**src/rtl/scan_test_pkg.sv**
```systemverilog
package scan_test_pkg;

    typedef enum logic [1:0] {
        MD_HOLD,
        MD_SHIFT,
        MD_FUNC
    } chain_mode_e;

    typedef enum logic [2:0] {
        SQ_IDLE,
        SQ_FLUSH,
        SQ_WAIT,
        SQ_SHIFT,
        SQ_CAPT,
        SQ_UNLOAD,
        SQ_DONE,
        SQ_HALT
    } seq_state_e;

endpackage

```
**src/rtl/scan_chain_reg.sv**
```systemverilog
module scan_chain_reg
    import scan_test_pkg::*;
#(
    parameter int N = 8
) (
    input  logic        clk,
    input  logic        rst_n,
    input  chain_mode_e mode,
    input  logic        scan_in,
    input  logic [N-1:0] func_d,
    output logic [N-1:0] q
);

    for (genvar i = 0; i < N; i++) begin : g_cell
        logic shift_d;
        logic cell_q;

        if (i == N - 1) begin : g_head
            assign shift_d = scan_in;
        end else begin : g_link
            assign shift_d = q[i+1];
        end

        always_ff @(posedge clk or negedge rst_n) begin
            if (!rst_n) begin
                cell_q <= 1'b0;
            end else begin
                unique case (mode)
                    MD_SHIFT: cell_q <= shift_d;
                    MD_FUNC:  cell_q <= func_d[i];
                    default:  cell_q <= cell_q;
                endcase
            end
        end

        assign q[i] = cell_q;
    end

endmodule

```
**src/rtl/scan_core_logic.sv**
```systemverilog
module scan_core_logic #(
    parameter int           N    = 8,
    parameter logic [N-1:0] POLY = N'(29)
) (
    input  logic [N-1:0] q,
    input  logic         pin_in,
    output logic [N-1:0] func_d,
    output logic         func_out
);

    logic fb;

    assign fb       = q[N-1] ^ pin_in;
    assign func_d   = {q[N-2:0], 1'b0} ^ ({N{fb}} & POLY);
    assign func_out = ^q;

endmodule

```
**src/rtl/scan_sequencer.sv**
```systemverilog
module scan_sequencer
    import scan_test_pkg::*;
#(
    parameter int N = 8
) (
    input  logic         clk,
    input  logic         rst_n,
    input  logic         test_en,
    input  logic         pin_in,
    input  logic         scan_out,
    input  logic         pat_valid,
    input  logic [N-1:0] pat_data,
    input  logic         pat_last,
    output logic         pat_ready,
    output chain_mode_e  mode,
    output logic         scan_in,
    output logic         rsp_valid,
    output logic         rsp_last,
    output logic         chain_err,
    output logic         test_done,
    output seq_state_e   st
);

    localparam int            CW        = $clog2(2 * N) + 1;
    localparam logic [CW-1:0] FLUSH_END = CW'(2 * N - 1);
    localparam logic [CW-1:0] LOAD_END  = CW'(N - 1);
    localparam logic [CW-1:0] FILL_LEN  = CW'(N);

    seq_state_e    st_nxt;
    logic [CW-1:0] cnt;
    logic [CW-1:0] ref_idx;
    logic [N-1:0]  sr;
    logic          last_q;
    logic          have_rsp;
    logic          err_q;
    logic          flush_bad;
    logic          accept;
    logic          start;

    // flush reference: the 0,0,1,1 sequence sent N cycles earlier
    assign ref_idx   = cnt - FILL_LEN;
    assign flush_bad = (st == SQ_FLUSH) && test_en && (cnt >= FILL_LEN)
                       && (scan_out != ref_idx[1]);
    assign accept    = pat_valid && pat_ready;
    assign start     = (st == SQ_IDLE) && test_en;

    // transitions
    always_comb begin
        st_nxt = st;
        if (st == SQ_IDLE) begin
            if (test_en) st_nxt = SQ_FLUSH;
        end else if (!test_en) begin
            st_nxt = SQ_IDLE;
        end else begin
            unique case (st)
                SQ_FLUSH: begin
                    if (flush_bad)             st_nxt = SQ_HALT;
                    else if (cnt == FLUSH_END) st_nxt = SQ_WAIT;
                end
                SQ_WAIT:   if (pat_valid) st_nxt = SQ_SHIFT;
                SQ_SHIFT:  if (cnt == LOAD_END) st_nxt = SQ_CAPT;
                SQ_CAPT:   st_nxt = last_q ? SQ_UNLOAD : SQ_WAIT;
                SQ_UNLOAD: if (cnt == LOAD_END) st_nxt = SQ_DONE;
                default:   st_nxt = st;
            endcase
        end
    end

    // state register
    always_ff @(posedge clk or negedge rst_n) begin
        if (!rst_n) st <= SQ_IDLE;
        else        st <= st_nxt;
    end

    // counters, stimulus serialiser and flags
    always_ff @(posedge clk or negedge rst_n) begin
        if (!rst_n) begin
            cnt      <= '0;
            sr       <= '0;
            last_q   <= 1'b0;
            have_rsp <= 1'b0;
            err_q    <= 1'b0;
        end else begin
            if (st_nxt != st) cnt <= '0;
            else              cnt <= cnt + CW'(1);

            if (accept) begin
                sr     <= pat_data;
                last_q <= pat_last;
            end else if (st == SQ_SHIFT && test_en) begin
                sr <= sr >> 1;
            end

            if (start)                           have_rsp <= 1'b0;
            else if (st == SQ_CAPT && test_en)   have_rsp <= 1'b1;

            if (start)          err_q <= 1'b0;
            else if (flush_bad) err_q <= 1'b1;
        end
    end

    // outputs
    always_comb begin
        mode      = MD_HOLD;
        scan_in   = 1'b0;
        pat_ready = 1'b0;
        rsp_valid = 1'b0;
        rsp_last  = 1'b0;
        test_done = 1'b0;
        if (st == SQ_IDLE) begin
            mode = test_en ? MD_HOLD : MD_FUNC;
        end else if (test_en) begin
            unique case (st)
                SQ_FLUSH: begin
                    mode    = MD_SHIFT;
                    scan_in = pin_in;
                end
                SQ_WAIT:  pat_ready = 1'b1;
                SQ_SHIFT: begin
                    mode      = MD_SHIFT;
                    scan_in   = sr[0];
                    rsp_valid = have_rsp;
                end
                SQ_CAPT:  mode = MD_FUNC;
                SQ_UNLOAD: begin
                    mode      = MD_SHIFT;
                    rsp_valid = 1'b1;
                    rsp_last  = (cnt == LOAD_END);
                end
                SQ_DONE:  test_done = 1'b1;
                default:  mode = MD_HOLD;
            endcase
        end
    end

    assign chain_err = err_q;

endmodule

```
**src/rtl/scan_test_ctrl.sv**
```systemverilog
module scan_test_ctrl
    import scan_test_pkg::*;
#(
    parameter int           N    = 8,
    parameter logic [N-1:0] POLY = N'(29)
) (
    input  logic         clk,
    input  logic         rst_n,
    input  logic         test_en,
    input  logic         pin_in,
    output logic         pin_out,
    input  logic         pat_valid,
    output logic         pat_ready,
    input  logic [N-1:0] pat_data,
    input  logic         pat_last,
    output logic         rsp_valid,
    output logic         rsp_bit,
    output logic         rsp_last,
    output logic         chain_err,
    output logic         test_done
);

    chain_mode_e  mode;
    seq_state_e   seq_st;
    logic         scan_in;
    logic [N-1:0] chain_q;
    logic [N-1:0] func_d;
    logic         func_out;

    scan_chain_reg #(.N(N)) u_chain (
        .clk     (clk),
        .rst_n   (rst_n),
        .mode    (mode),
        .scan_in (scan_in),
        .func_d  (func_d),
        .q       (chain_q)
    );

    scan_core_logic #(.N(N), .POLY(POLY)) u_core (
        .q        (chain_q),
        .pin_in   (pin_in),
        .func_d   (func_d),
        .func_out (func_out)
    );

    scan_sequencer #(.N(N)) u_seq (
        .clk       (clk),
        .rst_n     (rst_n),
        .test_en   (test_en),
        .pin_in    (pin_in),
        .scan_out  (chain_q[0]),
        .pat_valid (pat_valid),
        .pat_data  (pat_data),
        .pat_last  (pat_last),
        .pat_ready (pat_ready),
        .mode      (mode),
        .scan_in   (scan_in),
        .rsp_valid (rsp_valid),
        .rsp_last  (rsp_last),
        .chain_err (chain_err),
        .test_done (test_done),
        .st        (seq_st)
    );

    // shared output pin: scan-out in test, parity in functional use
    assign pin_out = test_en ? chain_q[0] : func_out;
    assign rsp_bit = chain_q[0];

endmodule

```
**config.mk**
```make
export PLATFORM = sky130hd
export DESIGN_NAME = scan_test_ctrl
export DESIGN_NICKNAME = d
export VERILOG_FILES = /design/src/rtl/scan_test_pkg.sv /design/src/rtl/scan_chain_reg.sv /design/src/rtl/scan_core_logic.sv /design/src/rtl/scan_sequencer.sv /design/src/rtl/scan_test_ctrl.sv
export SDC_FILE = /design/constraint.sdc
export NUM_CORES = 1
export LEC_CHECK = 0
export ABC_AREA = 0
export CAP_MARGIN = 30
export CELL_PAD_IN_SITES_DETAIL_PLACEMENT = 1
export CELL_PAD_IN_SITES_GLOBAL_PLACEMENT = 1
export CORE_ASPECT_RATIO = 0.5
export CORE_MARGIN = 3
export CORE_UTILIZATION = 30
export DETAILED_ROUTE_END_ITERATION = 6
export GPL_ROUTABILITY_DRIVEN = 0
export PLACE_DENSITY_LB_ADDON = 0.1
export RECOVER_POWER = 100
export SLEW_MARGIN = 40
export SYNTH_ARGS = -nofsm -noshare
export SYNTH_HDL_FRONTEND = slang
export SYNTH_HIERARCHICAL = 1
export SYNTH_SLANG_ARGS = --single-unit
```
**constraint.sdc**
```tcl
create_clock -name clk -period 5 [get_ports clk]
set_input_delay 1.5 -clock clk [delete_from_list [all_inputs] [get_ports clk]]
set_output_delay 1.5 -clock clk [all_outputs]
set_load 0.1 [all_outputs]
```
Word level (Yosys, flattened, before mapping)
Cells that the tools add are included.

word-level totals
  memories kept = 0
  output and inout bits = 7
  memory bits (writable) = 0
  input port bits = 14
  bits in latches = 0
  register bits after elaboration = 27
  bits in read-only memories = 0
  logic and storage cells = 90

operators by class
  $add $sub $neg = 2
  multipliers = 0
  reductions and logical operators = 14
  bitwise logic cells = 2
  shift-type cells = 0
  multiplexer cells = 45
  equality and inequality tests = 12
  order comparisons = 1
  div/mod/pow operators = 0

operators by type and width
  kind                 number
  $mux 3               9
  $pmux 1 s2           10
  $mux 1               18
  $mux 8               2
  $pmux 3 s5           1
  $eq 3x3->1 const B   3
  $reduce_bool 2->1    4
  $reduce_xor 8->1     1
  $xor 8x5->8          1
  $logic_and 1x1->1    7
  $eq 3x2->1 const B   2
  $mux 2               3
  $add 5x1->5 const B  1
  $eq 5x3->1 const B   1
  $eq 5x4->1 const B   1
  $ge 5x4->1 const B   1
  $mux 5               1
  $pmux 2 s2           1
  $eq 3x1->1 const B   1
  $logic_not 3->1      1
  $ne 3x3->1           1
  $reduce_or 3->1      1
  $eq 2x1->1 const B   1
  $eq 2x2->1 const B   1
  other kinds (3)      3

Logic depth before layout (Yosys ltp)
  depth after elaboration = 10
  depth in mapped cells = 8

Hierarchy
The synthesis kept the hierarchy.

modules (own cells, without submodules)
  module           area each (um^2)  cells each  instances
  scan_sequencer   1188.6            127         1
  scan_chain_reg   449.2             44          1
  scan_core_logic  145.1             17          1
  scan_test_ctrl   15.0              1           1

Worst setup path after synthesis
OpenSTA, ideal clock, no wires.

  path type = input to output
  from = in test_en
  to = out rsp_last
  data required time = 3500 ps
  path buffers = 1
  slack = -344 ps
  cell stages on the path = 3
  data arrival time = 3844 ps
  cells stage by stage = buf_4 > nand2_1 > nor3_1

between the ends
  longest elaborated chain between the ends = 2

ends and longest elaborated chain
  item         line                   RTL
  from (decl)  scan_test_ctrl.sv:9    input logic test_en,
  $mux 1       scan_sequencer.sv:112  end else if (test_en) begin
  $mux 1       scan_sequencer.sv:110  if (st == SQ_IDLE) begin
  to (decl)    scan_test_ctrl.sv:18   output logic rsp_last,

Every way passes these cells.

Worst setup path after layout
  from = in test_en
  to = out pin_out

between the ends
  longest elaborated chain between the ends = 1

ends and longest elaborated chain
  item       line                  RTL
  $mux 1     scan_test_ctrl.sv:66  assign pin_out = test_en ? chain_q[0] : func_out;
  to (decl)  scan_test_ctrl.sv:11  output logic pin_out,

Every way passes these cells.

==> key figures <==
Detailed routing
  – Drc violations: 0
  – Vias: 1,322
  – DR iter-0 viols: 17
  – DRT Wirelength: 4060 µm
  – DRT antenna net count: 0
  – Vias per cell: 4.97
  – Routed WL per cell: 15.3 µm
  – DRT Pass-1 Iters: 4

Clocking
  – CTS H-tree lvls: 1
  – Num CTS Buffers: 3
  – Later-pin clock latency in the skew report: 0.27 ns
  – # clock sinks: 27
  – Worst-path clk slew: 0.07 ns
  – CTS Buffer Depth: 2
  – Post-CTS Hold Buffers: 0
  – CTS tree: built
  – Setup bufs post-CTS: 0
  – CTS Root Cell: clkbuf_16
  – Post-cts repair resize count: 0

Global routing
  – Largest net degree at the start of global routing: 28
  – Total track usage: 12.6%
  – First-pass GRT wire length: 6910 µm
  – Antenna violations before repair: 0
  – Vias in the first global route: 1,396
  – Total grt overflow: 0

Synth
  – Synth async-reset ratio: 100%
  – Largest area contributor in the synthesized netlist: dfrtp_1
  – Share of the synthesized area in the top cell type: 37.6%
  – Syn nets: 206
  – Synth top area cells: dfrtp_1 (38%), mux2i_1 (8.9%), buf_4 (6.7%)
  – Number of synthesis warnings: 6
  – Cell variety after synth: 47
  – Mean Syn Cell Area: 9.51 µm²
  – Flops & latches, synth: 27
  – Synth Instances: 189
  – Post-synth EDFFs: 0
  – Synth Flop Type: dfrtp_1
  – Synthesized area: 0.00180 mm²
  – Part of the Yosys area used for sequential elements: 37.6%

Power
  – Switching power: 412 µW
  – Leakage: 0.000856 µW
  – Total power: 968 µW
  – VDD IR-drop max: 0.253 mV
  – Pwr Density: 481 mW/mm²
  – Internal power: 556 µW
  – Reg power frac: 32.9%
  – Logic pwr share: 47.7%
  – Sw Share: 42.6%
  – Clk pwr share: 19.4%

Timing
  – Slew Limit Fails: 28
  – Setup TNS: 0 ns
  – Final Skew: 0.00245 ns
  – Max-slew headroom: -1.99%
  – Maximum clock frequency: 0.219 GHz
  – Setup-failing EPs final: 0
  – Final hold vios: 0
  – RSZ-0062 raised after global routing: no
  – Final period util: 91.4%
  – Worst Tran Pin Value: 1.53 ns
  – Post-route minimum period: 4.57 ns

Layout
  – Area Overhead vs Synth: 12.0%
  – Share of cells above drive strength 1: 8.81%
  – Finished Core Util: 35.7%
  – Final net count: 211
  – Antenna fix cells: 0

Worst hold path
  – Hold Path Class: reg -> reg
  – Hold Path Origin: u_seq/cnt[0]

Status
  – Failing checks: max-capacitance violations, max-slew violations
  – Status: finished with violations

Placed design
  – IO Port Bufs: 20
  – DP HPWL: 2980 µm

Critical path
  – Reg2reg start: u_seq/st[2]
  – Setup crit start: test_en
  – Crit path launch type: input pin
  – WS Path Type: in -> out
  – Worst Path Required: 3.50 ns
  – Crit. End Element: output pin
  – Arrival time worst endpoint: 3.07 ns
  – Max FO, Critical Path: 7

Floorplanning
  – Row count: 19
  – Chip Width: 115 µm
  – Core footprint: 0.00563 mm²
  – Starting density of the core: 31.9%
  – IO Count: 21
  – Die Ht: 60.7 µm
  – Area of the die: 0.00701 mm²

Job
  – Max Cap Viol: 1
-- metal layers --
| metal | track usage, % | part of all wire, % | vias to the layer above |
|---|---|---|---|
| li1 | - | - | 649 |
| met1 | 16.3 | 51 | 658 |
| met2 | 22.0 | 46 | 12 |
| met3 | 2.99 | 2.6 | 3 |
| met4 | 2.51 | 0.67 | 0 |
| met5 | 0 | 0 | - |
-- layout make-up --
cell class              count  area [µm²]
well taps                  73        91.3
inverters                   8        30.0
fillers                   638        3620
repair buffers             22         230
clock inverters             1        7.51
flip-flops and latches     27         676
clock buffers               3        75.1
multi-input cells         132         903
-- critical path, cell delays in order --
cell and delay (ns):
dlygate4sd3_1 0.67, clkbuf_1 0.30, mux2_1 0.41, buf_12 0.18
-- registers in the layout, summed over array words and instances (netlist names) --
| name | cells |
|---|---|
| u_chain/g_cell.cell_q | 1 |
| u_chain/g_cell.shift_d | 7 |
| u_seq/chain_err | 1 |
| u_seq/cnt | 5 |
| u_seq/have_rsp | 1 |
| u_seq/last_q | 1 |
| u_seq/sr | 8 |
| u_seq/st | 3 |
-- metrics by stage --
step	std cells	hold slack [ns]	setup WS [ns]	area (µm²)
after floorplan	189	0.433	0.252	1800
after global placement	262	0.453	0.694	1990
after detailed placement	262	0.455	0.654	1980
after CTS	266	0.465	0.649	2060
after global routing	266	0.491	0.360	2010
final	266	0.460	0.431	2010
-- synthesized netlist by cell type, types with 2 or more instances --
cell type / n
nor3_1: 5
buf_2: 2
inv_1: 8
buf_6: 3
xnor2_1: 10
and2b_1: 2
nand2_1: 15
nor2b_1: 2
o21ai_1: 10
mux2i_1: 16
or3_1: 2
dfrtp_1: 27
a31oi_1: 2
xor2_1: 3
o22ai_1: 2
ha_1: 3
nor2_1: 14
a21oi_1: 17
buf_4: 16
o21ai_0: 2
nand3_1: 2
-- power groups by stage --
stage                     sequential [µW]  clock [µW]  combinational, µW
final                                 319         187                462
after global routing                  326         203                502
after CTS                             319         199                491
after detailed placement              323           0                490
after global placement                323           0                488
after floorplan                       283           0                456
-- cells by family after synthesis --
logic type      Yosys count  share of synthesized area [%]
compound gates           42                           14.5
xor+xnor                 14                           7.24
fa+ha+maj                 3                           2.09
mux                      19                           11.0
simple gates             54                           16.6
buf+inv                  30                           11.0
flops                    27                           37.6
-- cells in the final DEF (no fill, tap or decap), types with 3 or more instances in the layout --
cell / synthesis / routed
dfrtp_1: 27 / 27
a21oi_1: 17 / 17
mux2i_1: 16 / 16
nand2_1: 15 / 16
nor2_1: 14 / 14
clkdlybuf4s50_1: 0 / 11
o21ai_0: 2 / 11
xnor2_1: 10 / 10
inv_1: 8 / 8
nor3_1: 5 / 5
clkbuf_1: 1 / 4
buf_12: 0 / 4
clkbuf_16: 0 / 3
ha_1: 3 / 3
xor2_1: 3 / 3
nor2b_1: 2 / 3
-- path summary, 6_finish.rpt --
path	to	slack, ns	depth (start not counted)
worst min register to register	u_seq/cnt[0]	0.46	1
max in group asynchronous	u_chain/g_cell[4].shift_d	1.96	2
worst min-delay path	u_seq/cnt[0]	0.46	1
worst max register to register	u_chain/g_cell[6].shift_d	2.61	6
worst max-delay path	pin_out	0.43	4
min in group asynchronous	u_seq/st[2]	2.14	2
No activity file was read; power rests on OpenSTA's default activity.
